$ cat src/rtl/chime_pkg.sv
package chime_pkg;

   typedef enum logic [0:0] {
      TONE_LOW  = 1'b0,
      TONE_HIGH = 1'b1
   } tone_e;

   // Convert a value 0..99 to two packed BCD digits {tens, ones}
   function automatic logic [7:0] to_bcd(input int unsigned v);
      return {4'(v / 10), 4'(v % 10)};
   endfunction

endpackage

$ cat src/rtl/chime_decode.sv
module chime_decode
   import chime_pkg::*;
#(
   parameter int unsigned WARN_MIN   = 59,
   parameter int unsigned FIRST_SEC  = 50,
   parameter int unsigned WARN_BEEPS = 5,
   parameter int unsigned SPACING    = 2
) (
   input  logic [7:0] min_bcd,
   input  logic [7:0] sec_bcd,
   output logic       hit,
   output tone_e      tone
);

   localparam int unsigned LAST_SEC = FIRST_SEC + SPACING * (WARN_BEEPS - 1);

   generate
      if (WARN_BEEPS < 1 || SPACING < 1 || LAST_SEC > 59 || WARN_MIN > 59) begin : g_bad_cfg
         $error("chime_decode: warning seconds fall outside one minute");
      end
   endgenerate

   logic [WARN_BEEPS-1:0] sec_match;

   generate
      for (genvar i = 0; i < WARN_BEEPS; i++) begin : g_sec
         assign sec_match[i] = (sec_bcd == to_bcd(FIRST_SEC + SPACING * i));
      end
   endgenerate

   logic warn_hit;
   logic top_hit;

   always_comb begin
      warn_hit = (min_bcd == to_bcd(WARN_MIN)) && (|sec_match);
      top_hit  = (min_bcd == 8'h00) && (sec_bcd == 8'h00);
      hit      = warn_hit || top_hit;
      tone     = top_hit ? TONE_HIGH : TONE_LOW;
   end

endmodule

$ cat src/rtl/chime_gate.sv
module chime_gate #(
   parameter int unsigned BEEP_LEN = 25_000_000
) (
   input  logic clk,
   input  logic rst_n,
   input  logic start,
   output logic active
);

   localparam int unsigned CW = $clog2(BEEP_LEN);

   generate
      if (BEEP_LEN < 2) begin : g_bad_len
         $error("chime_gate: beep length must be at least two cycles");
      end
   endgenerate

   logic [CW-1:0] len_cnt;
   logic          at_end;

   assign at_end = (len_cnt == CW'(BEEP_LEN - 1));

   always_ff @(posedge clk or negedge rst_n) begin
      if (!rst_n) begin
         active  <= 1'b0;
         len_cnt <= '0;
      end else if (start) begin
         active  <= 1'b1;
         len_cnt <= '0;
      end else if (active) begin
         if (at_end) begin
            active  <= 1'b0;
            len_cnt <= '0;
         end else begin
            len_cnt <= len_cnt + 1'b1;
         end
      end
   end


   len_range_chk: assert property (@(posedge clk) disable iff (!rst_n)
      len_cnt <= CW'(BEEP_LEN - 1));


   len_stop_chk: assert property (@(posedge clk) disable iff (!rst_n)
      (active && at_end && !start) |=> !active);

endmodule

$ cat src/rtl/chime_tone.sv
module chime_tone
   import chime_pkg::*;
#(
   parameter int unsigned LOW_PER  = 97_656,
   parameter int unsigned HIGH_PER = 48_828
) (
   input  logic  clk,
   input  logic  rst_n,
   input  logic  start,
   input  tone_e tone_in,
   input  logic  active,
   output logic  wave
);

   localparam int unsigned MAX_PER   = (LOW_PER > HIGH_PER) ? LOW_PER : HIGH_PER;
   localparam int unsigned PW        = $clog2(MAX_PER + 1);
   localparam int unsigned LOW_HALF  = LOW_PER / 2;
   localparam int unsigned HIGH_HALF = HIGH_PER / 2;

   generate
      if (LOW_PER < 2 || HIGH_PER < 2) begin : g_bad_per
         $error("chime_tone: tone periods must be at least two cycles");
      end
   endgenerate

   tone_e         tone_q;
   logic [PW-1:0] phase;
   logic [PW-1:0] per_last;
   logic [PW-1:0] half;

   always_comb begin
      if (tone_q == TONE_HIGH) begin
         per_last = PW'(HIGH_PER - 1);
         half     = PW'(HIGH_HALF);
      end else begin
         per_last = PW'(LOW_PER - 1);
         half     = PW'(LOW_HALF);
      end
   end

   always_ff @(posedge clk or negedge rst_n) begin
      if (!rst_n) begin
         tone_q <= TONE_LOW;
         phase  <= '0;
      end else if (start) begin
         tone_q <= tone_in;
         phase  <= '0;
      end else if (active) begin
         phase <= (phase == per_last) ? '0 : phase + 1'b1;
      end
   end

   assign wave = (phase < half);


   tone_hold_chk: assert property (@(posedge clk) disable iff (!rst_n)
      !start |=> $stable(tone_q));


   phase_range_chk: assert property (@(posedge clk) disable iff (!rst_n)
      phase <= per_last);

endmodule

$ cat src/rtl/hourly_chime.sv
module hourly_chime
   import chime_pkg::*;
#(
   parameter int unsigned CLK_HZ  = 50_000_000,
   parameter int unsigned LOW_HZ  = 512,
   parameter int unsigned HIGH_HZ = 1024
) (
   input  logic       clk,
   input  logic       rst_n,
   input  logic       sec_tick,
   input  logic [3:0] min_tens,
   input  logic [3:0] min_ones,
   input  logic [3:0] sec_tens,
   input  logic [3:0] sec_ones,
   output logic       spk
);

   localparam int unsigned LOW_PER  = CLK_HZ / LOW_HZ;
   localparam int unsigned HIGH_PER = CLK_HZ / HIGH_HZ;
   localparam int unsigned BEEP_LEN = CLK_HZ / 2;

   generate
      if (LOW_HZ == 0 || HIGH_HZ == 0 || LOW_HZ >= HIGH_HZ) begin : g_bad_hz
         $error("hourly_chime: the top tone must be above the warning tone");
      end
      if (CLK_HZ < 4 * HIGH_HZ) begin : g_bad_clk
         $error("hourly_chime: clock too slow for the high tone");
      end
   endgenerate

   logic  hit;
   tone_e hit_tone;
   logic  start;
   logic  active;
   logic  wave;

   chime_decode #(
      .WARN_MIN   (59),
      .FIRST_SEC  (50),
      .WARN_BEEPS (5),
      .SPACING    (2)
   ) u_decode (
      .min_bcd (
         {min_tens, min_ones}),
      .sec_bcd ({sec_tens, sec_ones}),
      .hit     (hit),
      .tone    (hit_tone)
   );

   assign start = sec_tick && hit;

   chime_gate #(
      .BEEP_LEN (BEEP_LEN)
   ) u_gate (
      .clk    (clk),
      .rst_n  (rst_n),
      .start  (start),
      .active (active)
   );

   chime_tone #(
      .LOW_PER  (LOW_PER),
      .HIGH_PER (HIGH_PER)
   ) u_tone (
      .clk     (clk),
      .rst_n   (rst_n),
      .start   (start),
      .tone_in (hit_tone),
      .active  (active),
      .wave    (wave)
   );

   assign spk = active && wave;


   idle_low_chk: assert property (@(posedge clk) disable iff (!rst_n)
      !active |-> !spk);


   start_high_chk: assert property (@(posedge clk) disable iff (!rst_n)
      start |=> spk);


   quiet_tick_chk: assert property (@(posedge clk) disable iff (!rst_n)
      (sec_tick && !hit && !active) |=> !spk);

endmodule

$ cat config.mk
export PLATFORM = sky130hd
export DESIGN_NAME = hourly_chime
export DESIGN_NICKNAME = d
export VERILOG_FILES = /design/src/rtl/chime_pkg.sv /design/src/rtl/chime_decode.sv /design/src/rtl/chime_gate.sv /design/src/rtl/chime_tone.sv /design/src/rtl/hourly_chime.sv
export SDC_FILE = /design/constraint.sdc
export NUM_CORES = 1
export LEC_CHECK = 0
export ABC_AREA = 1
export ABC_CLOCK_PERIOD_IN_PS = 2200
export BUFFER_PORTS_ARGS = -buffer_cell sky130_fd_sc_hd__buf_2
export CAP_MARGIN = 20
export CORE_UTILIZATION = 50
export DETAILED_ROUTE_END_ITERATION = 6
export GPL_ROUTABILITY_DRIVEN = 0
export PLACE_DENSITY = 0.68
export SLEW_MARGIN = 10
export SYNTH_ARGS = -nofsm -noshare
export SYNTH_HDL_FRONTEND = slang
export SYNTH_SLANG_ARGS = --single-unit
$ cat constraint.sdc
create_clock -name clk -period 2.2 [get_ports clk]
set_input_delay 0.33 -clock clk [delete_from_list [all_inputs] [get_ports clk]]
set_output_delay 0.33 -clock clk [all_outputs]
set_load 0.005 [all_outputs]
==> impl_metrics.py <==
metrics = {
    "pwr": {
        "p_leak_nw": 1.84,
        "power_frac_comb_pct": 18.7,
        "intPower_mw": 1.42,
        "switching_share_pct": 32.5,
        "clkPwrFrac_pct": 30.9,
        "p_sw_mw": 0.683,
        "powerDensity_nw_per_um2": 589,
        "sequentialPowerShare_pct": 50.4,
        "vdd_drop_max_mv": 0.429,
    },
    "setup_path": {
        "r2r_end": "u_tone.phase[15]",
        "slowest_delay_ns": 0.45,
        "crit_path_end": "spk",
        "r2r_cells": 12,
        "critPathBufInv": 2,
        "cp_data_arrival_time_ns": 1.69,
        "path_class": "reg2out",
        "cp_max_fo": 5,
        "startpoint": "u_tone.tone_q",
        "cp_top_family": "flip-flops",
        "crit_path_end_kind": "output pin",
        "path_depth": 6,
        "start_kind": "register",
        "r2r_start": "u_tone.tone_q",
        "slowest_stage": "dfrtp_2",
        "path_cells": "buf_4, ha_1, nand2_1, nor4_1, a21oi_1, buf_2",
        "ff2ff_setup_slack_ns": 0.25,
        "required_ns": 1.87,
    },
    "sta": {
        "worst-slew-pin-transition_ns": 0.633,
        "finClkSkew_ns": 0.0111,
        "hold_viol": 0,
        "setup_viol": 0,
        "slew_viol_final": 0,
        "max_clock_freq_mhz": 494,
        "tns_ns": 0,
        "finalCritPeriodShare_pct": 92.0,
        "worst_slack_ns": 0.175,
        "rsz0062_at_grt": "no",
        "slew_headroom_pct": 57.7,
        "period_needed_ns": 2.02,
    },
    "route": {
        "wirelength_um": 7250,
        "post-route-drc-count": 0,
        "drt-wirelength-per-cell_um": 12.1,
        "drtIter0Drc": 207,
        "via_per_inst": 5.15,
        "first_pass_iters": 4,
        "ant_nets": 0,
        "num_vias": 3092,
    },
    "yosys": {
        "synth_common_cells": "nand2_1 (166), nor2_1 (68), nand3_1 (65)",
        "async_flop_share_pct": 100,
        "ys_ff_latch": 44,
        "synthCells": 501,
        "ys_warn_count": 0,
        "yosys-top-cells-area": "dfrtp_1 (34%), nand2_1 (19%), nand3_1 (9.9%)",
        "synth_cell_types": 30,
        "synth.top_cell.area_share_pct": 33.5,
        "synth_nets": 529,
        "synth.cell_area_um2": 3280,
        "ys_seq_area_share_pct": 33.5,
        "avgSynthCellArea_um2": 6.55,
        "synthFlopType": "dfrtp_1",
        "yosysMostFrequentCell": "nand2_1",
        "synth-edff-count": 0,
        "synth_top_cell_by_area": "dfrtp_1",
    },
    "finish": {
        "final_area_um2": 3570,
        "num_antenna_cells": 0,
        "drive_gt1_share_pct": 9.75,
        "nets": 550,
        "area_growth_pct": 8.81,
        "post-route-util_pct": 56.2,
        "stdcell_count": 600,
    },
    "die": {
        "io_pins": 20,
        "initial_core_util_pct": 51.7,
        "die_area_um2": 6890,
        "coreArea_um2": 6350,
        "die_w_um": 83.0,
        "die_h_um": 83.0,
        "rows": 29,
    },
    "global_routing": {
        "grt_first_pass_wirelength_um": 13100,
        "grt.overflow.total": 0,
        "grt_usage_pct": 22.8,
        "antenna_found_initial": 0,
        "grt_max_degree": 37,
        "grt_pass1_vias": 2934,
    },
    "placement": {
        "dp_hpwl_um": 5360,
        "post-place-cells": 589,
        "placed_cell_area_um2": 3430,
        "place_ws_ns": 0.227,
        "io_buffers": 19,
    },
    "job": {
        "maxCapViolCount": 0,
    },
    "min_path": {
        "min_path_type": "in2reg",
    },
    "clocking": {
        "cts_max_level": 2,
        "clkTransAtPathRegs_ns": 0.09,
        "ctsLongestPathBuffers": 2,
        "clock_latency_ns": 0.31,
        "clockRootBuffer": "clkbuf_8",
        "tritoncts": "done",
        "clock-sinks": 44,
        "numCtsBuffers": 5,
    },
    "status": {
        "outcome": "finished, final reports clean",
    },
}
## metrics by stage
step                      hold slack, ns  total power [mW]
after CTS                          0.416              2.13
after global routing               0.434              2.24
after global placement             0.301              1.45
after detailed placement           0.298              1.47
final                              0.418              2.10
after floorplan                   0.0344              1.34
## registers in the layout, summed over array words and instances (netlist names)
register and cells:
u_tone.phase 17, u_gate.active 1, u_gate.len_cnt 25, u_tone.tone_q 1
## timing repair
item / in CTS / in global routing
endpoints found under the setup margin: 1 / 1
hold buffers: 1 / 0
buffers inserted: 0 / 2
hold endpoints to repair: 18 / 0
gates resized for setup: 1 / 1
## layout by cell type (no fill, tap or decap), types with 8 or more instances in the layout
master,netlist,routed
dfrtp_1,44,43
a21oi_1,8,8
nand2_1,166,166
inv_1,56,55
buf_2,1,19
ha_1,9,9
nand4_1,12,12
xor2_1,18,18
nand3_1,65,65
nor2_1,68,68
## cell type report
cell class	instances	area, um^2
Inverter	59	221
Multi-Input combinational cell	387	1880
Timing Repair Buffer	25	155
Tap cell	77	96.3
Fill cell	635	2780
Clock inverter	3	47.5
Clock buffer	5	68.8
Sequential cell	44	1100
## how the worst min path moves through the flow
stage | from | end | slack [ns] | cells after the start
6_report | sec_tick | u_tone.phase[10] | 0.42 | 4
5_1_grt | sec_tick | u_tone.phase[10] | 0.43 | 4
4_1_cts | sec_tick | u_tone.phase[10] | 0.42 | 4
3_5_place_dp | rst_n | u_gate.len_cnt[9] | 0.30 | 1
3_3_place_gp | rst_n | u_gate.len_cnt[9] | 0.30 | 1
2_1_floorplan | rst_n | u_gate.active | 0.03 | 0
## per-layer routing
metal	wire length, um	GRT usage [%]
met5	0	0
met4	86	6.43
met3	358	3.98
met2	3510	38.9
met1	3300	29.6
## power groups by stage
stage / registers, mW / clock network, mW / logic (mW)
final: 1.06 / 0.650 / 0.394
after global routing: 1.08 / 0.692 / 0.466
after CTS: 1.06 / 0.671 / 0.398
after detailed placement: 1.07 / 0 / 0.396
after global placement: 1.07 / 0 / 0.384
after floorplan: 1.02 / 0 / 0.323
## cells by family after synthesis
kind of cell | Yosys count | synth area share, %
simple gates | 335 | 44.3
xor+xnor | 22 | 5.87
fa+ha+maj | 9 | 3.43
flops | 44 | 33.5
compound gates | 21 | 3.66
buf+inv | 70 | 9.19
## tightest hold or removal path, delay by kind of cell
kind	cells	cell delay (ns)
buffers and inverters	2	0.17
AND/OR/NAND/NOR	1	0.10
AO/OA/AOI/OAI	1	0.09
Note: power is estimated with default switching activity, not from simulation.
